**config.mk**
```make
export PLATFORM = sky130hd
export DESIGN_NAME = wake_ctrl
export DESIGN_NICKNAME = d
export VERILOG_FILES = /design/src/rtl/wake_pkg.sv /design/src/rtl/wake_sync.sv /design/src/rtl/wake_debounce.sv /design/src/rtl/wake_timer.sv /design/src/rtl/wake_ctrl.sv
export SDC_FILE = /design/constraint.sdc
export NUM_CORES = 1
export LEC_CHECK = 0
export ABC_CLOCK_PERIOD_IN_PS = 5600
export BUFFER_PORTS_ARGS = -buffer_cell sky130_fd_sc_hd__buf_2
export CAP_MARGIN = 15
export CORE_MARGIN = 8
export CORE_UTILIZATION = 42
export DETAILED_ROUTE_END_ITERATION = 10
export GPL_TIMING_DRIVEN = 0
export PLACE_DENSITY_LB_ADDON = 0.05
export SYNTH_ARGS = -nofsm -noshare
export SYNTH_HDL_FRONTEND = slang
export SYNTH_SLANG_ARGS = --single-unit
export TNS_END_PERCENT = 5
```
**constraint.sdc**
```tcl
create_clock -name clk -period 5.6 [get_ports clk]
set_input_delay 0.84 -clock clk [delete_from_list [all_inputs] [get_ports clk]]
set_output_delay 0.84 -clock clk [all_outputs]
set_load 0.02 [all_outputs]
```
**src/rtl/wake_pkg.sv**
```systemverilog
package wake_pkg;
  localparam int FLAG_W = 10;
  localparam int EN_W   = 5;

  localparam int B_EDGE = 0;
  localparam int B_LVL0 = 1;
  localparam int B_LVL1 = 2;
  localparam int B_PB   = 3;
  localparam int B_RX   = 4;
  localparam int B_TMR  = 5;
  localparam int B_WDT  = 6;
  localparam int B_COLD = 7;
  localparam int B_VBAT = 8;
  localparam int B_RST  = 9;

  localparam int B_ARM  = 5;

  localparam logic [1:0] A_EN     = 2'd0;
  localparam logic [1:0] A_RELOAD = 2'd1;
  localparam logic [1:0] A_FLAGS  = 2'd2;
  localparam logic [1:0] A_COUNT  = 2'd3;
endpackage

```
**src/rtl/wake_sync.sv**
```systemverilog
module wake_sync #(
  parameter int W = 5
) (
  input  logic         clk,
  input  logic         rst_n,
  input  logic [W-1:0] d_i,
  output logic [W-1:0] q_o
);
  for (genvar g = 0; g < W; g++) begin : g_bit
    logic s1_q, s2_q;
    always_ff @(posedge clk or negedge rst_n) begin
      if (!rst_n) begin
        s1_q <= 1'b0;
        s2_q <= 1'b0;
      end else begin
        s1_q <= d_i[g];
        s2_q <= s1_q;
      end
    end
    assign q_o[g] = s2_q;
  end
endmodule

```
**src/rtl/wake_debounce.sv**
```systemverilog
module wake_debounce #(
  parameter int N = 32
) (
  input  logic clk,
  input  logic rst_n,
  input  logic sample_i,
  input  logic din_i,
  output logic valid_o
);
  localparam int CW = $clog2(N + 1);
  localparam logic [CW-1:0] CMAX = CW'(N);

  logic [CW-1:0] cnt_q, cnt_d;

  always_comb begin
    cnt_d = cnt_q;
    if (sample_i) begin
      if (!din_i)            cnt_d = '0;
      else if (cnt_q != CMAX) cnt_d = cnt_q + 1'b1;
    end
  end

  always_ff @(posedge clk or negedge rst_n) begin
    if (!rst_n)        cnt_q <= '0;
    else if (sample_i) cnt_q <= cnt_d;
  end

  assign valid_o = (cnt_q == CMAX);
endmodule

```
**src/rtl/wake_timer.sv**
```systemverilog
module wake_timer #(
  parameter int TW = 16
) (
  input  logic          clk,
  input  logic          rst_n,
  input  logic          load_i,
  input  logic          disarm_i,
  input  logic [TW-1:0] load_val_i,
  input  logic          run_i,
  input  logic          tick_i,
  output logic [TW-1:0] cnt_o,
  output logic          armed_o,
  output logic          expire_o
);
  logic [TW-1:0] cnt_q, cnt_d;
  logic          armed_q, armed_d;
  logic          step;

  assign step = armed_q & run_i & tick_i;

  always_comb begin
    cnt_d    = cnt_q;
    armed_d  = armed_q;
    expire_o = 1'b0;
    if (load_i) begin
      cnt_d   = load_val_i;
      armed_d = 1'b1;
    end else if (disarm_i) begin
      armed_d = 1'b0;
    end else if (step) begin
      if (cnt_q <= TW'(1)) begin
        cnt_d    = '0;
        armed_d  = 1'b0;
        expire_o = 1'b1;
      end else begin
        cnt_d = cnt_q - 1'b1;
      end
    end
  end

  always_ff @(posedge clk or negedge rst_n) begin
    if (!rst_n) begin
      cnt_q   <= '0;
      armed_q <= 1'b0;
    end else if (load_i | disarm_i | step) begin
      cnt_q   <= cnt_d;
      armed_q <= armed_d;
    end
  end

  assign cnt_o   = cnt_q;
  assign armed_o = armed_q;
endmodule

```
**src/rtl/wake_ctrl.sv**
```systemverilog
module wake_ctrl
  import wake_pkg::*;
#(
  parameter int DW          = 16,
  parameter int TMR_W       = 16,
  parameter int DEB_SAMPLES = 32
) (
  input  logic          clk,
  input  logic          rst_n,
  input  logic          lp_mode_i,
  input  logic          tick_ms_i,
  input  logic          deb_tick_i,
  input  logic          pin_edge_i,
  input  logic [1:0]    pin_lvl_i,
  input  logic          pb_i,
  input  logic          rx_i,
  input  logic [2:0]    pin_is_input_i,
  input  logic          wdt_ev_i,
  input  logic          cold_ev_i,
  input  logic          vbat_ev_i,
  input  logic          rst_ev_i,
  input  logic          reg_we_i,
  input  logic [1:0]    reg_addr_i,
  input  logic [DW-1:0] reg_wdata_i,
  output logic [DW-1:0] reg_rdata_o,
  output logic          wake_o
);
  localparam int NPIN = 5;

  logic [NPIN-1:0]   pin_s;
  logic [1:0]        prev_q;
  logic [EN_W-1:0]   en_q;
  logic [EN_W-1:0]   eff_en;
  logic [TMR_W-1:0]  reload_q;
  logic [FLAG_W-1:0] flags_q, flags_d, flag_set;
  logic              we_en, we_reload, we_flags;
  logic              pb_valid, tmr_expire, tmr_armed;
  logic [TMR_W-1:0]  tmr_cnt;
  logic              rise_edge, rise_rx;

  assign we_en     = reg_we_i & (reg_addr_i == A_EN);
  assign we_reload = reg_we_i & (reg_addr_i == A_RELOAD);
  assign we_flags  = reg_we_i & (reg_addr_i == A_FLAGS);

  wake_sync #(.W(NPIN)) i_sync (
    .clk   (clk),
    .rst_n (rst_n),
    .d_i   ({rx_i, pb_i, pin_lvl_i, pin_edge_i}),
    .q_o   (pin_s)
  );

  wake_debounce #(.N(DEB_SAMPLES)) i_deb (
    .clk      (clk),
    .rst_n    (rst_n),
    .sample_i (deb_tick_i),
    .din_i    (pin_s[B_PB]),
    .valid_o  (pb_valid)
  );

  wake_timer #(.TW(TMR_W)) i_tmr (
    .clk        (clk),
    .rst_n      (rst_n),
    .load_i     (we_en & reg_wdata_i[B_ARM]),
    .disarm_i   (we_en & ~reg_wdata_i[B_ARM]),
    .load_val_i (reload_q),
    .run_i      (lp_mode_i),
    .tick_i     (tick_ms_i),
    .cnt_o      (tmr_cnt),
    .armed_o    (tmr_armed),
    .expire_o   (tmr_expire)
  );

  always_ff @(posedge clk or negedge rst_n) begin
    if (!rst_n) prev_q <= '0;
    else        prev_q <= {pin_s[B_RX], pin_s[B_EDGE]};
  end

  assign rise_edge = pin_s[B_EDGE] & ~prev_q[0];
  assign rise_rx   = pin_s[B_RX]   & ~prev_q[1];

  always_ff @(posedge clk or negedge rst_n) begin
    if (!rst_n)     en_q <= '0;
    else if (we_en) en_q <= reg_wdata_i[EN_W-1:0];
  end

  always_ff @(posedge clk or negedge rst_n) begin
    if (!rst_n)         reload_q <= '0;
    else if (we_reload) reload_q <= reg_wdata_i[TMR_W-1:0];
  end

  // General-purpose pins need their digital-input config; PB and RX do not.
  assign eff_en = {en_q[B_RX], en_q[B_PB], en_q[B_LVL1:B_EDGE] & pin_is_input_i};

  always_comb begin
    flag_set         = '0;
    flag_set[B_EDGE] = rise_edge & eff_en[B_EDGE];
    flag_set[B_LVL0] = pin_s[B_LVL0] & eff_en[B_LVL0];
    flag_set[B_LVL1] = pin_s[B_LVL1] & eff_en[B_LVL1];
    flag_set[B_PB]   = pb_valid & eff_en[B_PB];
    flag_set[B_RX]   = rise_rx & eff_en[B_RX];
    flag_set[B_TMR]  = tmr_expire;
    flag_set[B_WDT]  = wdt_ev_i;
    flag_set[B_COLD] = cold_ev_i;
    flag_set[B_VBAT] = vbat_ev_i;
    flag_set[B_RST]  = rst_ev_i;
  end

  always_comb begin
    flags_d = flags_q;
    if (we_flags) flags_d = flags_d & ~reg_wdata_i[FLAG_W-1:0];
    flags_d = flags_d | flag_set;
    flags_d[B_RX:B_EDGE] = flags_d[B_RX:B_EDGE] & eff_en;
  end

  always_ff @(posedge clk or negedge rst_n) begin
    if (!rst_n) flags_q <= '0;
    else        flags_q <= flags_d;
  end

  always_comb begin
    reg_rdata_o = '0;
    case (reg_addr_i)
      A_EN: begin
        reg_rdata_o[EN_W-1:0] = en_q;
        reg_rdata_o[B_ARM]    = tmr_armed;
      end
      A_RELOAD: reg_rdata_o[TMR_W-1:0]  = reload_q;
      A_FLAGS:  reg_rdata_o[FLAG_W-1:0] = flags_q;
      default:  reg_rdata_o[TMR_W-1:0]  = tmr_cnt;
    endcase
  end

  assign wake_o = lp_mode_i & (|flags_q[B_TMR:B_EDGE]);
endmodule

```
# == Word-level counts from Yosys, hierarchy flattened ==
# Cells that the tools add are included.
# totals
register_bits,66
input_bits,36
elab_cells,78
output_inout_bits,17
# op_classes
reduce_logical,9
n_mux,18
bitwise,25
eq_ne,6
magnitude_cmp,1
add_sub_neg,2
# op_table
op,n
$mux W16,4
$pmux W6 S3,1
$le A16 B1 Y1 const B,1
$sub A16 B1 Y16 const B,1
$and A1 B1 Y1,15
$mux W6,2
$pmux W4 S3,1
$pmux W6 S2,1
$and A10 B10 Y10,1
$mux W10,1
$not A10 Y10,1
$or A10 B10 Y10,1
$mux W1,8
$add A6 B1 Y6 const B,1
$eq A6 B6 Y1 const B,1
$ne A6 B6 Y1 const B,1
$reduce_and A3 Y1,2
$reduce_bool A3 Y1,2
$reduce_or A6 Y1,1
$and A5 B5 Y5,1
$ne A2 B1 Y1 const B,2
$and A3 B3 Y3,1
$not A1 Y1,3
$eq A2 B1 Y1 const B,1
6 further kinds,7

# == Longest topological paths before layout ==
# logic_depth
depth_word,7
ltp_mapped,7
ltp_nobuf,7

# == Hierarchy ==
# From an unflattened synthesis, not the netlist that was laid out.
# hier_totals
cells_unflattened,307
hier_area_um2,3570.9
# by_module_without_submodules
module,seq_area_each_um2,cells_per_inst,area_per_inst_um2,instances
wake_ctrl,825.8,119,1717.9,1
wake_timer,425.4,132,1174.9,1
wake_debounce,150.1,41,390.4,1
wake_sync,250.2,15,287.8,1

# == Least setup slack after synthesis ==
# Ideal clock, no wire load.
# synth_timing
path_kind,input to output
startpoint,in reg_addr_i[1]
endpoint,out reg_rdata_o[6]
t_arrival_ns,1.919
required_ns,4.760
n_path_buf,2
setup_slack_ns,2.841
path_stages,4
cell_sequence,buf_2 -> buf_2 -> mux2_2 -> a22o_1
# synth_via
elab_chain_cells,2
word_cells_on_any_way,4
cone_classes,eq/ne: 2; mux: 1; reduce/logical: 1
# synth_rtl
item,line_no,text
from (decl),wake_ctrl.sv:23,"input logic [1:0] reg_addr_i,"
"$eq A2 B2 Y1, or another cell as far along",wake_ctrl.sv:122,case (reg_addr_i)
$pmux W4 S3 (*),wake_ctrl.sv:122,
to (decl),wake_ctrl.sv:25,"output logic [DW-1:0] reg_rdata_o,"
# Mark *: on every way between the ends. The rest lies on a longest branch, timed or not.

# == Final worst setup path ==
# Same ends and word-level chain as after synthesis.

==> metrics <==
number of synthesized flops with an enable pin=0; Routed WL=7.99 mm; Die ar.=0.0110 mm²; post-CTS setup buffer count=0; vias in the first global route=2,736; Largest stage delay, worst path=380 ps; Gate power share=21.3%; relative slew slack=41.4%; Setup Skew=6.84 ps; remaining antenna violation count=0; CP Depth=6; CP endpoint kind=primary output; Initial Util=43.1%; Mapped Avg Cell Area=10.8 µm²; Worst Tran Pin Value=875 ps; clock-pin slew on the worst setup and hold paths=70 ps; Initial DRC Count=166; net switching power=450 µW; Multi-input gate area=0.00160 mm²; drt pass-1 iters=4; initial antenna violation count=0; worst hold margin=351 ps; setup TNS=0 ps; Int Power=950 µW; fraction of layout cells with a size suffix above 1=30.2%; final hold vios=0; area leader, netlist=dfrtp_1; die height=105 µm; GR Overflow Total=0; IO Count=53; Worst path most repeated cell=buf_2; clock sinks=66; largest net degree at the start of global routing=67; DP Wirelength=5.64 mm; post-synthesis mux area share=13.0%; Yosys reg bits=66; simple-gate share of the synthesized area=21.2%; Max Cap Viol=0; register area share after synthesis=49.8%; most frequent cells in the layout=66 x dfrtp_1, 57 x buf_2, 52 x nand2_1; DRC=0; CTS HTree Levels=3; Slowest-stage cell, CP=buf_2; worst-path fanout max=10; via count=2,550; Final Wtd Congestion=0.797; Synth Area in XOR/XNOR=1.32%; # hold bufs at CTS=0; FF+latch area=0.00165 mm²; deepest clock path buffer count=2; non-filler cells, final=476; WP buf/inv=4; synth-to-layout area growth=18.3%; Synthesis Warnings=0; RSZ-0062 raised after global routing=false; FF-to-FF setup slack=3510 ps; hold path start=i_sync.g_bit[4].s1_q; Hold Crit Endpoint=i_sync.g_bit[4].s2_q; crit start category=input pin; CTS buffer count=9; Yosys top cell area share=49.8%; net count after synthesis=346; Fillers=756; CP Class=input pin to primary output; CTS root buf=clkbuf_8; first-pass GRT wire length=13.8 mm; Worst EP arrival=2310 ps; reg2reg path depth=7; pwr/cell area=357 mW/mm²; Fmax=318 MHz; FFs w/ async S/R, synth=100%; compound-cell area share of the yosys netlist=11.2%; delay-heaviest family, CP=buffers and inverters; ys flop type=dfrtp_1; Gate Count Post-Synth=306; post-place setup slack=2430 ps; Diodes inserted=0; DR WL/cell=16.8 µm; Post-CTS Resized=0; largest family of logic cells by synthesized area=simple AND/OR/NAND/NOR gates; hold path depth=0; core footprint=0.00769 mm²; Final Max Slew Viols=0; Core Rows=32; power share of the clock group=31.4%; sequential power share=47.2%; Final Net Count=409; Hold Crit Class=flop to flop; # setup viols final=0; chain of cells forming the critical path=buf_2, buf_2, buf_2, mux2_2, a22o_1, buf_2; status=finished, final reports clean; GRT Total Usage=15.5%; CTS tree=done; Worst VDD drop=0.156 mV; placed cell count=460; DR vias/cell=5.36; Synth Area in Adders=1.51%; worst r2r src=i_tmr.cnt_o[0]; cell area after synthesis=0.00332 mm²; die width=105 µm; commonest non-fill, non-tap cell in the layout=dfrtp_1; Port Buffer Count=52; WP data required=4760 ps; Final Cycle Share=56.2%; synth unique cells=50; sw frac=32.2%; top cells by area, synth=dfrtp_1 50%, mux2_2 6.8%, nand2_1 5.9%; Final WS setup=2450 ps; Tmin final=3150 ps; Pleak=1.72 nW; worst r2r dst=i_tmr.cnt_o[6]; worst skew pair latency=340 ps
## sequential cells by signal, indices dropped and copies added, names as in the netlist
register / flops
i_tmr.armed_o: 1
i_tmr.cnt_o: 16
reload_q: 16
prev_q: 2
en_q: 5
i_sync.g_bit.s2_q: 5
i_deb.cnt_q: 6
i_sync.g_bit.s1_q: 5
flags_q: 10
## through the flow
step | total power, mW | cell area [µm²] | utilization, %
final | 1.40 | 3920 | 51.0
after global placement | 0.964 | 3700 | 48.2
after CTS | 1.42 | 3920 | 51.0
after detailed placement | 0.970 | 3710 | 48.2
after floorplan | 0.857 | 3320 | -
after global routing | 1.49 | 3920 | 51.0
## worst max-delay path by stage
stage | from | end | slack (ps)
floorplan | reg_addr_i[1] | reg_rdata_o[6] | 2840
global placement | reg_addr_i[1] | reg_rdata_o[6] | 2450
detailed placement | reg_addr_i[1] | reg_rdata_o[6] | 2430
CTS | reg_addr_i[1] | reg_rdata_o[6] | 2440
global route | reg_addr_i[1] | reg_rdata_o[8] | 2360
finish | reg_addr_i[1] | reg_rdata_o[6] | 2450
## power groups by stage
stage | Sequential, mW | Combinational [mW] | Clock (mW)
finish | 0.661 | 0.299 | 0.440
global route | 0.676 | 0.335 | 0.474
CTS | 0.660 | 0.302 | 0.454
detailed placement | 0.670 | 0.300 | 0
global placement | 0.667 | 0.297 | 0
floorplan | 0.637 | 0.220 | 0
## metal layers
layer	vias to the layer above	part of all wire, %	global-route usage [%]
met2	59	43	23.1
met3	10	4.8	4.24
met4	0	1.4	5.81
met1	1255	51	20.9
met5	-	0	0
li1	1226	-	-
## kinds of logic after synthesis
kind of cell             after synthesis
XOR/XNOR                               5
multiplexers                          33
flip-flops                            66
buffers and inverters                 16
AND/OR/NAND/NOR                      126
adder cells (fa/ha/maj)                4
AO/OA/AOI/OAI                         56
## synthesized netlist by cell type, types with 3 or more instances
library cell	instances
dfrtp_1	66
nand2_1	52
mux2_2	20
nor2_1	19
a21oi_1	13
nand3_1	10
nor2b_1	10
o21ai_0	10
a22oi_1	8
mux2i_1	7
and3_1	6
buf_2	6
inv_1	6
mux4_2	6
a21o_1	5
a22o_1	5
clkbuf_1	4
ha_1	4
nand4b_1	4
nand3b_1	3
nor3_1	3
nor4_4	3
o31ai_1	3
xnor2_1	3
## layout make-up
cell class                      count  area share [%]
Sequential cell                    66            42.1
Inverter                            6           0.574
Buffer                             10            1.15
Tap cell                          102            3.25
Clock buffer                        9            3.16
Multi-Input combinational cell    224            40.7
Clock inverter                      7            2.39
Timing Repair Buffer               52            6.70
(Power assumes the default switching activity.)
